<file path="src/rtl/rx_dest_filter_pkg.sv">
package rx_dest_filter_pkg;

  localparam int LEN_W = 3;
  localparam logic [31:0] CRC_POLY = 32'hEDB88320;

  typedef struct packed {
    logic             clear;   // new frame: reset per-frame state
    logic             take;    // consume byteData as an address byte
    logic             finish;  // decision is due this cycle
    logic             empty;   // frame has a zero-length address
    logic [LEN_W-1:0] idx;     // position of the byte being taken
  } filt_strobe_t;

  function automatic logic [31:0] crcStep(input logic [31:0] c, input logic [7:0] d);
    logic [31:0] r;
    logic        fb;
    r = c;
    for (int i = 0; i < 8; i++) begin
      fb = r[0] ^ d[i];
      r  = {1'b0, r[31:1]};
      if (fb) r = r ^ CRC_POLY;
    end
    return r;
  endfunction

endpackage

</file>
<file path="src/rtl/rx_dest_filter_ctrl.sv">
module rx_dest_filter_ctrl
  import rx_dest_filter_pkg::*;
#(
  parameter int ADDR_BYTES = 6
) (
  input  logic             clk,
  input  logic             rstN,
  input  logic             sofStrobe,
  input  logic             byteValid,
  input  logic [LEN_W-1:0] cfgAddrLen,
  output filt_strobe_t     stb
);

  localparam logic [LEN_W-1:0] ZERO_CODE = '1;
  localparam logic [LEN_W-1:0] MAX_LEN   = LEN_W'(ADDR_BYTES);

  logic             collecting;
  logic [LEN_W-1:0] cnt;
  logic [LEN_W-1:0] lenReg;
  logic [LEN_W-1:0] effLen;
  logic             take;
  logic             lastByte;

  always_comb begin
    effLen = (cfgAddrLen == ZERO_CODE) ? '0 : cfgAddrLen;
    if (effLen > MAX_LEN) effLen = MAX_LEN;
  end

  assign take     = collecting & byteValid & ~sofStrobe;
  assign lastByte = (cnt == lenReg - 1'b1);

  always_comb begin
    stb.clear  = sofStrobe;
    stb.take   = take;
    stb.empty  = sofStrobe && (effLen == '0);
    stb.finish = (sofStrobe && (effLen == '0)) || (take && lastByte);
    stb.idx    = cnt;
  end

  always_ff @(posedge clk) begin
    if (!rstN) begin
      collecting <= 1'b0;
      cnt        <= '0;
      lenReg     <= '0;
    end else if (sofStrobe) begin
      collecting <= (effLen != '0);
      cnt        <= '0;
      lenReg     <= effLen;
    end else if (take) begin
      if (lastByte) begin
        collecting <= 1'b0;
        cnt        <= '0;
      end else begin
        cnt <= cnt + 1'b1;
      end
    end
  end

  AST_CNT_IN_RANGE: assert property (@(posedge clk) disable iff (!rstN)
    collecting |-> (cnt < lenReg));

  AST_IDLE_AFTER_LAST: assert property (@(posedge clk) disable iff (!rstN)
    (take && lastByte && !sofStrobe) |=> !collecting || $past(sofStrobe));

endmodule

</file>
<file path="src/rtl/rx_dest_filter_dpath.sv">
module rx_dest_filter_dpath
  import rx_dest_filter_pkg::*;
#(
  parameter int ADDR_BYTES = 6,
  parameter int HASH_BITS  = 64
) (
  input  logic                    clk,
  input  logic                    rstN,
  input  filt_strobe_t            stb,
  input  logic [7:0]              byteData,
  input  logic                    cfgPromisc,
  input  logic                    cfgBcastDis,
  input  logic [8*ADDR_BYTES-1:0] stationAddr,
  input  logic [HASH_BITS-1:0]    mcastHash,
  output logic                    resultValid,
  output logic                    resultAccept,
  output logic                    resultMcast
);

  localparam int HASH_IDX_W = $clog2(HASH_BITS);

  logic [31:0] crcReg, crcBase, crcNext;
  logic        uniMatch, uniBase, uniNext;
  logic        allOnes, onesBase, onesNext;
  logic        groupBit, groupBase, groupNext;
  logic [7:0]  stationByte;
  logic [HASH_IDX_W-1:0] hashIdx;
  logic        hashHit;
  logic        acceptDec;
  logic        mcastDec;

  always_comb begin
    stationByte = '0;
    for (int i = 0; i < ADDR_BYTES; i++) begin
      if (stb.idx == LEN_W'(i)) stationByte = stationAddr[8*i +: 8];
    end
  end

  always_comb begin
    crcBase   = stb.clear ? '1   : crcReg;
    uniBase   = stb.clear ? 1'b1 : uniMatch;
    onesBase  = stb.clear ? 1'b1 : allOnes;
    groupBase = stb.clear ? 1'b0 : groupBit;
    if (stb.take) begin
      crcNext   = crcStep(crcBase, byteData);
      uniNext   = uniBase  & (byteData == stationByte);
      onesNext  = onesBase & (byteData == 8'hFF);
      groupNext = (stb.idx == '0) ? byteData[0] : groupBase;
    end else begin
      crcNext   = crcBase;
      uniNext   = uniBase;
      onesNext  = onesBase;
      groupNext = groupBase;
    end
  end

  assign hashIdx = crcNext[HASH_IDX_W-1:0];
  assign hashHit = mcastHash[hashIdx];

  always_comb begin
    if (stb.empty)       acceptDec = 1'b1;
    else if (cfgPromisc) acceptDec = 1'b1;
    else if (groupNext)  acceptDec = onesNext ? !cfgBcastDis : hashHit;
    else                 acceptDec = uniNext;
    mcastDec = acceptDec & groupNext & !stb.empty;
  end

  always_ff @(posedge clk) begin
    if (!rstN) begin
      crcReg       <= '1;
      uniMatch     <= 1'b1;
      allOnes      <= 1'b1;
      groupBit     <= 1'b0;
      resultValid  <= 1'b0;
      resultAccept <= 1'b0;
      resultMcast  <= 1'b0;
    end else begin
      crcReg       <= crcNext;
      uniMatch     <= uniNext;
      allOnes      <= onesNext;
      groupBit     <= groupNext;
      resultValid  <= stb.finish;
      resultAccept <= stb.finish & acceptDec;
      resultMcast  <= stb.finish & mcastDec;
    end
  end

  AST_PROMISC_TAKES_ALL: assert property (@(posedge clk) disable iff (!rstN)
    (stb.finish && cfgPromisc) |=> (resultValid && resultAccept));

  AST_EMPTY_ACCEPTS: assert property (@(posedge clk) disable iff (!rstN)
    (stb.finish && stb.empty) |=> (resultAccept && !resultMcast));

  AST_BCAST_BLOCKED: assert property (@(posedge clk) disable iff (!rstN)
    (stb.finish && !stb.empty && !cfgPromisc && cfgBcastDis && onesNext)
      |=> (resultValid && !resultAccept));

  AST_MCAST_NEEDS_ACCEPT: assert property (@(posedge clk) disable iff (!rstN)
    resultMcast |-> (resultAccept && resultValid));

  AST_RESULT_FOLLOWS_FINISH: assert property (@(posedge clk) disable iff (!rstN)
    resultValid |-> $past(stb.finish));

endmodule

</file>
<file path="src/rtl/rx_dest_filter.sv">
module rx_dest_filter
  import rx_dest_filter_pkg::*;
#(
  parameter int ADDR_BYTES = 6,
  parameter int HASH_BITS  = 64
) (
  input  logic                    clk,
  input  logic                    rstN,
  input  logic                    sofStrobe,
  input  logic                    byteValid,
  input  logic [7:0]              byteData,
  input  logic                    cfgPromisc,
  input  logic                    cfgBcastDis,
  input  logic [LEN_W-1:0]        cfgAddrLen,
  input  logic [8*ADDR_BYTES-1:0] stationAddr,
  input  logic [HASH_BITS-1:0]    mcastHash,
  output logic                    resultValid,
  output logic                    resultAccept,
  output logic                    resultMcast
);

  filt_strobe_t stb;

  rx_dest_filter_ctrl #(.ADDR_BYTES(ADDR_BYTES)) ctrl_i (
    .clk        (clk),
    .rstN       (rstN),
    .sofStrobe  (sofStrobe),
    .byteValid  (byteValid),
    .cfgAddrLen (cfgAddrLen),
    .stb        (stb)
  );

  rx_dest_filter_dpath #(.ADDR_BYTES(ADDR_BYTES), .HASH_BITS(HASH_BITS)) dpath_i (
    .clk          (clk),
    .rstN         (rstN),
    .stb          (stb),
    .byteData     (byteData),
    .cfgPromisc   (cfgPromisc),
    .cfgBcastDis  (cfgBcastDis),
    .stationAddr  (stationAddr),
    .mcastHash    (mcastHash),
    .resultValid  (resultValid),
    .resultAccept (resultAccept),
    .resultMcast  (resultMcast)
  );

  AST_QUIET_IN_RESET: assert property (@(posedge clk)
    !rstN |=> !resultValid);

endmodule

</file>
<file path="config.mk">
export PLATFORM = sky130hd
export DESIGN_NAME = rx_dest_filter
export DESIGN_NICKNAME = d
export VERILOG_FILES = /design/src/rtl/rx_dest_filter_pkg.sv /design/src/rtl/rx_dest_filter_ctrl.sv /design/src/rtl/rx_dest_filter_dpath.sv /design/src/rtl/rx_dest_filter.sv
export SDC_FILE = /design/constraint.sdc
export NUM_CORES = 1
export LEC_CHECK = 0
export CAP_MARGIN = 10
export CORE_UTILIZATION = 45
export CTS_CLUSTER_DIAMETER = 40
export DETAILED_ROUTE_END_ITERATION = 6
export DONT_BUFFER_PORTS = 1
export GPL_ROUTABILITY_DRIVEN = 0
export MAX_ROUTING_LAYER = met4
export PLACE_DENSITY = 0.72
export SYNTH_ARGS = -nofsm -noshare
export SYNTH_HDL_FRONTEND = slang
export SYNTH_SLANG_ARGS = --single-unit
</file>
<file path="constraint.sdc">
create_clock -name clk -period 2.6 [get_ports clk]
set_input_delay 0.26 -clock clk [delete_from_list [all_inputs] [get_ports clk]]
set_output_delay 0.26 -clock clk [all_outputs]
set_load 0.01 [all_outputs]
</file>
## Word level (Yosys, flattened, before mapping)

Index checks and enable logic that the tools add are counted.

| cells by class | value |
|---|---|
| $add $sub $neg | 2 |
| eq/ne operators | 9 |
| reduce and logical (&&, ||, !) cells | 12 |
| bitwise gates (word level) | 26 |
| magnitude comparators | 2 |
| mux-type cells | 42 |

Operator list:

| operator | count |
|---|---|
| $mux W32 | 17 |
| $not A13 Y14 | 8 |
| $mux W8 | 6 |
| $mux W1 | 15 |
| $eq A3 B3 Y1 const B | 3 |
| $mux W3 | 3 |
| $and A1 B1 Y1 | 8 |
| $eq A8 B8 Y1 | 1 |
| $eq A8 B8 Y1 const B | 1 |
| $xor A1 B1 Y1 | 8 |
| $lt A6 B7 Y1 const B | 1 |
| $bmux W1 S6 | 1 |
| $eq A3 B2 Y1 const B | 2 |
| $logic_not A3 Y1 | 2 |
| $reduce_bool A2 Y1 | 2 |
| $add A3 B1 Y3 const B | 1 |
| $eq A3 B1 Y1 const B | 1 |
| $eq A3 B3 Y1 | 1 |
| $gt A3 B3 Y1 const B | 1 |
| $reduce_bool A3 Y1 | 1 |
| $sub A3 B1 Y3 const B | 1 |
| $logic_and A1 B1 Y1 | 2 |
| $logic_not A1 Y1 | 2 |
| $not A1 Y1 | 2 |
| other kinds (3) | 3 |

| storage, ports and cells | value |
|---|---|
| register bits after elaboration | 45 |
| logic and storage cells | 103 |

## Depth between registers and ports, before layout

Gate-level depths: netlist (run 1).

| depth | value |
|---|---|
| depth in word-level cells | 34 |
| mapped depth | 13 |

## Hierarchy

A second synthesis (run 1) with hierarchy kept.

| second synthesis, totals | value |
|---|---|
| cell total of the unflattened synthesis | 551 |
| area, all modules | 4,136.5 µm² |

Modules (own cells, without submodules):

| module | times used | sequential area each (µm²) | cells an instance | area each (µm²) |
|---|---|---|---|---|
| rx_dest_filter_dpath | 1 | 760.7 | 501 | 3,696.0 |
| rx_dest_filter_ctrl | 1 | 140.1 | 50 | 440.4 |

## Worst setup path after synthesis (run 1)

No wires, ideal clock.

| timing path | value |
|---|---|
| kind | register to register |
| start | reg dpath_i.crcReg[0] |
| end | reg dpath_i.resultMcast |
| slack | -0.211 ns |
| arrival time | 2.707 ns |
| period minus slack after synthesis | 2.811 ns |
| cell stages (with the launch flop) | 11 |
| cell sequence | dfxtp_1 -> buf_2 -> xnor3_1 -> xnor3_1 -> a211oi_4 -> mux2_2 -> mux2i_1 -> o221ai_1 -> o22ai_1 -> o211ai_1 -> a2111oi_2 |

| on the way | value |
|---|---|
| cells in the longest elaborated chain, start to end | 29 |

Ends and longest elaborated chain:

| element | RTL line | source |
|---|---|---|
| start: declaration | rx_dest_filter_dpath.sv:22 | `logic [31:0] crcReg, crcBase, crcNext;` |
| start signal: assignment | rx_dest_filter_dpath.sv:78 | `crcReg <= crcNext;` |
| $mux W32 * | rx_dest_filter_dpath.sv:40 | `crcBase = stb.clear ? '1 : crcReg;` |
| $xor A1 B1 Y1 | rx_dest_filter_pkg.sv:19 | `fb = r[0] ^ d[i];` |
| $mux W32 | rx_dest_filter_pkg.sv:21 | `if (fb) r = r ^ CRC_POLY;` |
| $mux W32 | rx_dest_filter_dpath.sv:44 | `if (stb.take) begin` |
| $not A13 Y14 (no source line) | - |  |
| $mux W32 | rx_dest_filter_pkg.sv:21 |  |
| $mux W32 | rx_dest_filter_dpath.sv:44 |  |
| $mux W32 | rx_dest_filter_pkg.sv:21 |  |
| [11 not listed] | - |  |
| $mux W32 * | rx_dest_filter_dpath.sv:44 |  |
| $bmux W1 S6 * | rx_dest_filter_dpath.sv:58 | `assign hashHit = mcastHash[hashIdx];` |
| $mux W1 (implied by the code) * | rx_dest_filter_dpath.sv:58 |  |
| $mux W1 * (2 in a row) | rx_dest_filter_dpath.sv:63 | `else if (groupNext) acceptDec = onesNext ? !cfgBcastDis : hashHit;` |
| $mux W1 * | rx_dest_filter_dpath.sv:62 | `else if (cfgPromisc) acceptDec = 1'b1;` |
| $mux W1 * | rx_dest_filter_dpath.sv:61 | `if (stb.empty) acceptDec = 1'b1;` |
| $and A1 B1 Y1 * (2 in a row) | rx_dest_filter_dpath.sv:65 | `mcastDec = acceptDec & groupNext & !stb.empty;` |
| $and A1 B1 Y1 * | rx_dest_filter_dpath.sv:84 | `resultMcast <= stb.finish & mcastDec;` |
| end signal: assignment | rx_dest_filter_dpath.sv:84 |  |
| end: declaration | rx_dest_filter_dpath.sv:17 | `output logic resultMcast` |

Mark *: on every way between the ends. The rest lies on a longest branch, timed or not. The select of a mux whose other input is x is not followed.
A chain may end at the register's enable or synchronous reset.

## Worst setup path in the final report (run 1)

| timing path | value |
|---|---|
| start | reg dpath_i.crcReg[9] |
| end | reg dpath_i.resultMcast |

| on the way | value |
|---|---|
| cells in the longest elaborated chain, start to end | 28 |

Ends and longest elaborated chain:

| element | RTL line |
|---|---|
| $mux W32 * | rx_dest_filter_dpath.sv:40 |
| $not A13 Y14 (no source line) | - |
| $mux W32 * | rx_dest_filter_pkg.sv:21 |
| $mux W32 * | rx_dest_filter_dpath.sv:44 |
| $mux W32 * | rx_dest_filter_pkg.sv:21 |
| $mux W32 * | rx_dest_filter_dpath.sv:44 |
| $mux W32 * | rx_dest_filter_pkg.sv:21 |
| $mux W32 * | rx_dest_filter_dpath.sv:44 |
| [10 not listed] | - |
| $mux W32 * | rx_dest_filter_dpath.sv:44 |
| $bmux W1 S6 * | rx_dest_filter_dpath.sv:58 |
| $mux W1 (implied by the code) * | rx_dest_filter_dpath.sv:58 |
| $mux W1 * (2 in a row) | rx_dest_filter_dpath.sv:63 |
| $mux W1 * | rx_dest_filter_dpath.sv:62 |
| $mux W1 * | rx_dest_filter_dpath.sv:61 |
| $and A1 B1 Y1 * (2 in a row) | rx_dest_filter_dpath.sv:65 |
| $and A1 B1 Y1 * | rx_dest_filter_dpath.sv:84 |

Marked as above.

==> flow_metrics.tcl, run 1 <==
set metrics [dict create \
    post-synth-top-count-cell "nand2_1" \
    period_share_pct 107 \
    skew_ps 4.13 \
    worstRegToRegCells 10 \
    fillCellCount 764 \
    cts.sinks 45 \
    drt_iter0_drc 189 \
    portBuffers 0 \
    wire_per_inst_microns 17.5 \
    total_power_mw 1.90 \
    yosys-top-cells-area "dfxtp_1 (23%), xnor2_1 (14%), mux2i_1 (7.3%), nand2_1 (6.2%), xor2_1 (5.7%)" \
    hold_class "in -> reg" \
    die_y_microns 96.1 \
    top_usage_layer "met2" \
    wl_microns 10900 \
    p_leak_nw 1.80 \
    drt_pass1_iterations 4 \
    yosys.area.top_type "dfxtp_1" \
    synth_compound_area_share_pct 22.6 \
    synth_cell_type_count 53 \
    synth_fp_nets 631 \
    cp_slowest_stage_delay_ps 340 \
    crit_chain "xnor3_1 > xnor3_2 > a211oi_4 > buf_12 > mux2i_1 > mux2i_1 > mux2_2 > o22ai_1 > o211ai_1 > a2111oi_2" \
    h-tree-depth 2 \
    synthTopCellsByCount "nand2_1 (66), xnor2_1 (63), dfxtp_1 (45), mux2i_1 (29)" \
    place_hpwl_microns 8420 \
    cts_root_buffer "clkbuf_8" \
    outcome "complete, but fails checks" \
    drv_slew 0 \
    grt_use_met1_pct 29.1 \
    fp.dieW_microns 96.1 \
    start_kind "register" \
    post-route-min-period_ps 2770 \
    seq_area_frac_synth_pct 22.6 \
    clkSlewWorstSetupHoldPaths_ps 90 \
    endpoint_kind "register" \
    max_freq_mhz 361 \
    cts_buffers 5 \
    syn_inst 496 \
    grt_usage_pct 24.8 \
    synth_area_sq_um 3980 \
    synth_warnings 0 \
    rows 33 \
    setup_viol 2 \
    num_vias 3690 \
    synth_top_flop_cell "dfxtp_1" \
    viasPerCell 5.90 \
    synth_edf_count 0 \
    critPathMaxFanout 7 \
    cts_tree "done" \
    fin_ws_ps -169 \
    ant_nets 0 \
    final_layout_size_suffix_gt1_share_pct 16.0 \
    postSynth.asyncResetShare_pct 0 \
    syn_area_per_cell_sq_um 8.03 \
    irDropWorstVdd_uv 195 \
    synthMuxAreaShare_pct 8.70 \
    synth_top_family_by_area "XOR/XNOR gates" \
    slew_headroom_pct 58.3 \
    cp.arrival_ps 2970 \
    path_class "reg -> reg" \
    ys_ff_latch 45 \
    yosys.area_share.adder_pct 1.89 \
    grt.met3_usage_pct 3.48 \
    rsz0062_at_grt "true" \
    grtUsageMet2_pct 44.5 \
    fin_nets 654 \
    antenna_found_initial 0 \
    syn_to_final_growth_pct 14.5 \
    grt_max_degree 57 \
    grt_pass1_wl_microns 17100 \
    holdWs_ps 14.0 \
    grt_pass1_vias 3597 \
    crit_required_ps 2810 \
    hold_viol 0 \
    dieArea_sq_um 9230 \
    cts_buffer_depth 2 \
    antenna_cells 0 \
    drc 0 \
    power.density_cell_area_nw_per_um2 416 \
    synthSimpleGateAreaFrac_pct 15.4 \
    cp_common_cell "mux2i_1" \
    hold_path_depth 1 \
    yosysTopAreaCellShare_pct 22.6 \
    ios 132 \
    clk_latency_ps 300 \
    start_util_pct 47.5 \
    drv_cap 0 \
    gr-total-overflow 0 \
    failed_checks "negative setup slack" \
    core_sq_um 8380 \
    synth-xor-area-share_pct 23.0 \
    crit_slowest_cell "dfxtp_2" \
    tightest_slew_ps 622 \
]
sequential cells by signal, summed over array words and instances (netlist names):
register              cells
dpath_i.crcReg           32
ctrl_i.cnt                3
ctrl_i.lenReg             3
ctrl_i.collecting         1
dpath_i.allOnes           1
dpath_i.groupBit          1
dpath_i.resultAccept      1
dpath_i.resultMcast       1
dpath_i.resultValid       1
dpath_i.uniMatch          1
layout by cell type, fill, tap and decap left out, types with 3 or more instances in the layout:
master | Yosys | routed
inv_1 | 16 | 16
ha_1 | 6 | 6
nand4_1 | 5 | 5
o211ai_1 | 28 | 28
nand3_1 | 8 | 8
a22o_1 | 4 | 4
nand2_1 | 66 | 66
dfxtp_1 | 45 | 42
and2_1 | 6 | 6
buf_4 | 2 | 46
o21ai_0 | 23 | 23
xnor2_1 | 63 | 61
nor3_1 | 4 | 4
xnor3_1 | 4 | 3
nor2_1 | 28 | 28
a22oi_1 | 3 | 3
mux2i_1 | 29 | 29
xor2_1 | 26 | 26
a21oi_1 | 23 | 22
mux2_2 | 5 | 4
clkbuf_8 | 0 | 6
a221oi_1 | 8 | 8
a211oi_1 | 8 | 8
o2bb2ai_1 | 4 | 4
dfxtp_2 | 0 | 3
or2_2 | 3 | 3
buf_12 | 0 | 3
nor2b_1 | 11 | 10
cell families (layout without fill, tap and decap cells):
logic type,count (synthesis),count (layout)
simple gates,138,138
compound gates,125,125
xor+xnor,95,95
buf+inv,53,77
flops,45,45
mux,34,34
fa+ha+maj,6,6
worst paths after layout:
path	end	slack [ps]	start
worst max-delay path	dpath_i.resultMcast	-170	dpath_i.crcReg[9]
worst min-delay path	dpath_i.crcReg[2]	10	rstN
worst max register to register	dpath_i.resultMcast	-170	dpath_i.crcReg[9]
worst min register to register	dpath_i.uniMatch	460	dpath_i.uniMatch
stage by stage:
stage	utilization, %	cells	area [sq um]	worst slack [ps]	setup TNS (ps)
2_1_floorplan	-	496	3990	-81.2	-81.2
3_3_place_gp	51.5	607	4310	-35.3	-35.3
6_report	54.4	625	4560	-169	-272
5_1_grt	54.4	625	4560	-309	-561
3_5_place_dp	51.5	607	4310	-157	-157
4_1_cts	53.4	618	4480	-138	-138
power breakdown:
group          internal, mW  switching [mW]  total, mW
combinational         0.311           0.308      0.620
sequential            0.707          0.0133      0.720
clock                 0.314           0.245      0.558
total                  1.33           0.566       1.90
final cells by class:
| type | count | area [sq um] | share of cell area [%] |
|---|---|---|---|
| repair buffers | 52 | 455 | 9.99 |
| well taps | 105 | 131 | 2.88 |
| flip-flops and latches | 45 | 905 | 19.8 |
| clock inverters | 1 | 30.0 | 0.658 |
| multi-input cells | 398 | 2890 | 63.3 |
| clock buffers | 7 | 86.3 | 1.89 |
| inverters | 17 | 63.8 | 1.40 |
critical path, delay by kind of cell, from the launching register on:
kind / cells / cell delay (ps)
flip-flops: 1 / 340
buffers and inverters: 1 / 160
AO/OA/AOI/OAI: 4 / 1020
XOR/XNOR: 2 / 600
multiplexers: 3 / 560
repair_timing:
action	CTS	global route
resized for setup	5	9
hold buffers	0	0
setup buffers	2	7
cloned	1	0
setup endpoints to repair	2	5
pin swaps	4	7
per-layer routing:
layer / routed length (microns) / vias to the layer above
met3: 883 / 8
met1: 4470 / 1718
met4: 103 / 0
met5: 0 / -
met2: 5490 / 183
li1: - / 1781
No activity file was read; power rests on OpenSTA's default activity.
==> run 2: changes to the inputs <==
- MAX_ROUTING_LAYER: met4 -> unset
- PLACE_DENSITY: 0.72 -> 0.7
- clock period: 2.6 -> 3.4 ns (I/O delays scaled with it)
==> run 2 against run 1 <==
The flow now finishes without violations. Die area is the same. Global-route usage shrank 2.7 points. Cell count shrank 6.6%. Routed wire length shrank 6.5%. Via count shrank 6.1%. Fmax shrank 10%. Largest cell class unchanged.
==> flow_metrics.tcl, run 2 (synthesis results as in run 1) <==
set metrics [dict create \
    outcome "complete, no violations" \
    path_class "reg -> reg" \
    hold_viol 0 \
    crit_chain "nor2_1 > xnor3_1 > a211oi_4 > buf_12 > a211oi_1 > a2111oi_2 > a21oi_1 > a41oi_2 > o211ai_1 > a2111oi_2" \
    drv_cap 0 \
    cts_root_buffer "clkbuf_8" \
    crit_required_ps 3600 \
    period_share_pct 90.6 \
    start_util_pct 47.5 \
    gr-total-overflow 0 \
    p_comb_share_pct 30.8 \
    largest_reg_flops 32 \
    post-route-min-period_ps 3080 \
    fin_nets 613 \
    holdWs_ps 96.0 \
    cp_slowest_stage_delay_ps 530 \
    sw_frac_of_total_pct 31.0 \
    p_int_mw 0.962 \
    largestRegisters "dpath_i.crcReg x32, ctrl_i.cnt x3, ctrl_i.lenReg x3" \
    endpoint_kind "register" \
    start_kind "register" \
    cts_tree "done" \
    cts.sinks 45 \
    irDropWorstVdd_uv 182 \
    cts.hold.buffers_added 0 \
    grt_max_degree 40 \
    final_cell_mix "nand2_1 (66), xnor2_1 (63), dfxtp_1 (45)" \
    total_power_mw 1.39 \
    drt_pass1_iterations 4 \
    rows 33 \
    clockPowerShare_pct 29.7 \
    p_seq_share_pct 39.6 \
    antenna_found_initial 0 \
    post_cts_resized 0 \
    drt_iter0_drc 224 \
    clkSlewWorstSetupHoldPaths_ps 90 \
    syn_to_final_growth_pct 4.84 \
    regMostFlops "dpath_i.crcReg" \
    wl_met3_microns 896 \
    stdcell_area_sq_um 4180 \
    power.density_cell_area_nw_per_um2 334 \
    wl_met1_microns 4340 \
    path_delay_family "compound AO/OA/AOI/OAI gates" \
    antenna_cells 0 \
    critPathMaxFanout 21 \
    ios 132 \
    cts_buffer_depth 2 \
    clk_latency_ps 300 \
    cp.arrival_ps 3280 \
    cp_common_cell "a2111oi_2" \
    pre_cts_ws_ps 365 \
    post_cts_buffers 0 \
    ant_nets 0 \
    cts_buffers 5 \
    hold_class "in -> reg" \
    fin_ws_ps 320 \
    final_layout_size_suffix_gt1_share_pct 6.68 \
    viasPerCell 5.93 \
    die_y_microns 96.1 \
    rsz0062_at_grt "false" \
    p_leak_nw 1.57 \
    slew_headroom_pct 42.3 \
    drv_slew 0 \
    grt_pass1_wl_microns 15500 \
    fillCellCount 819 \
    setup_viol 0 \
    dieArea_sq_um 9230 \
    max_freq_mhz 325 \
    crit_slowest_cell "a211oi_4" \
    place_hpwl_microns 7870 \
    grt_usage_pct 22.0 \
    fp.dieW_microns 96.1 \
    layout.cells.most_common "nand2_1" \
    top_layer "met4" \
    crit_buf_inv 1 \
    wire_per_inst_microns 17.5 \
    wl_microns 10200 \
    place_area_sq_um 4060 \
    drc 0 \
    h-tree-depth 2 \
    num_vias 3466 \
    core_sq_um 8380 \
    skew_ps 15.1 \
    portBuffers 0 \
    grt_pass1_vias 3249 \
    power.switching_mw 0.432 \
    tightest_slew_ps 859 \
    finalSetupTns_ps 0 \
    route.met2.wl_microns 4820 \
]
## run 2: cell types whose count changed in the layout (fill, tap and decap cells not counted), moves of 2 or more
cell / delta
buf_6: -2
xnor2_1: +2
buf_4: -37
dfxtp_2: -3
xnor2_2: -2
dfxtp_1: +3
## run 2: cell type report
cell class | count | area [sq um] | share of cell area (%)
inverters | 17 | 63.8 | 1.53
clock buffers | 6 | 72.6 | 1.74
well taps | 105 | 131 | 3.15
repair buffers | 11 | 108 | 2.58
clock inverters | 2 | 38.8 | 0.929
flip-flops and latches | 45 | 901 | 21.6
multi-input cells | 398 | 2860 | 68.5
## run 2: final timing paths
path / startpoint / to / slack [ps] / cells past startpoint
worst min-delay path: rstN / dpath_i.crcReg[1] / 100 / 1
worst max register to register: dpath_i.crcReg[3] / dpath_i.resultMcast / 320 / 10
worst max-delay path: dpath_i.crcReg[3] / dpath_i.resultMcast / 320 / 10
worst min register to register: dpath_i.uniMatch / dpath_i.uniMatch / 460 / 1
## run 2: metal layers
layer / global-route usage [%] / up-vias
met1: 27.0 / 1574
li1: - / 1695
met2: 39.6 / 183
met5: 0 / -
met4: 6.47 / 0
met3: 3.24 / 14
## run 2: power by group through the flow
stage,Combinational (mW),Sequential [mW],Clock [mW]
floorplan,0.364,0.561,0
global placement,0.417,0.563,0
finish,0.429,0.552,0.414
CTS,0.429,0.552,0.415
detailed placement,0.422,0.564,0
global route,0.468,0.553,0.440
## run 2: per-stage QoR
| step | utilization [%] | std cells |
|---|---|---|
| global placement | 48.5 | 576 |
| CTS | 49.8 | 584 |
| global route | 49.8 | 584 |
| floorplan | - | 496 |
| finish | 49.8 | 584 |
| detailed placement | 48.5 | 576 |
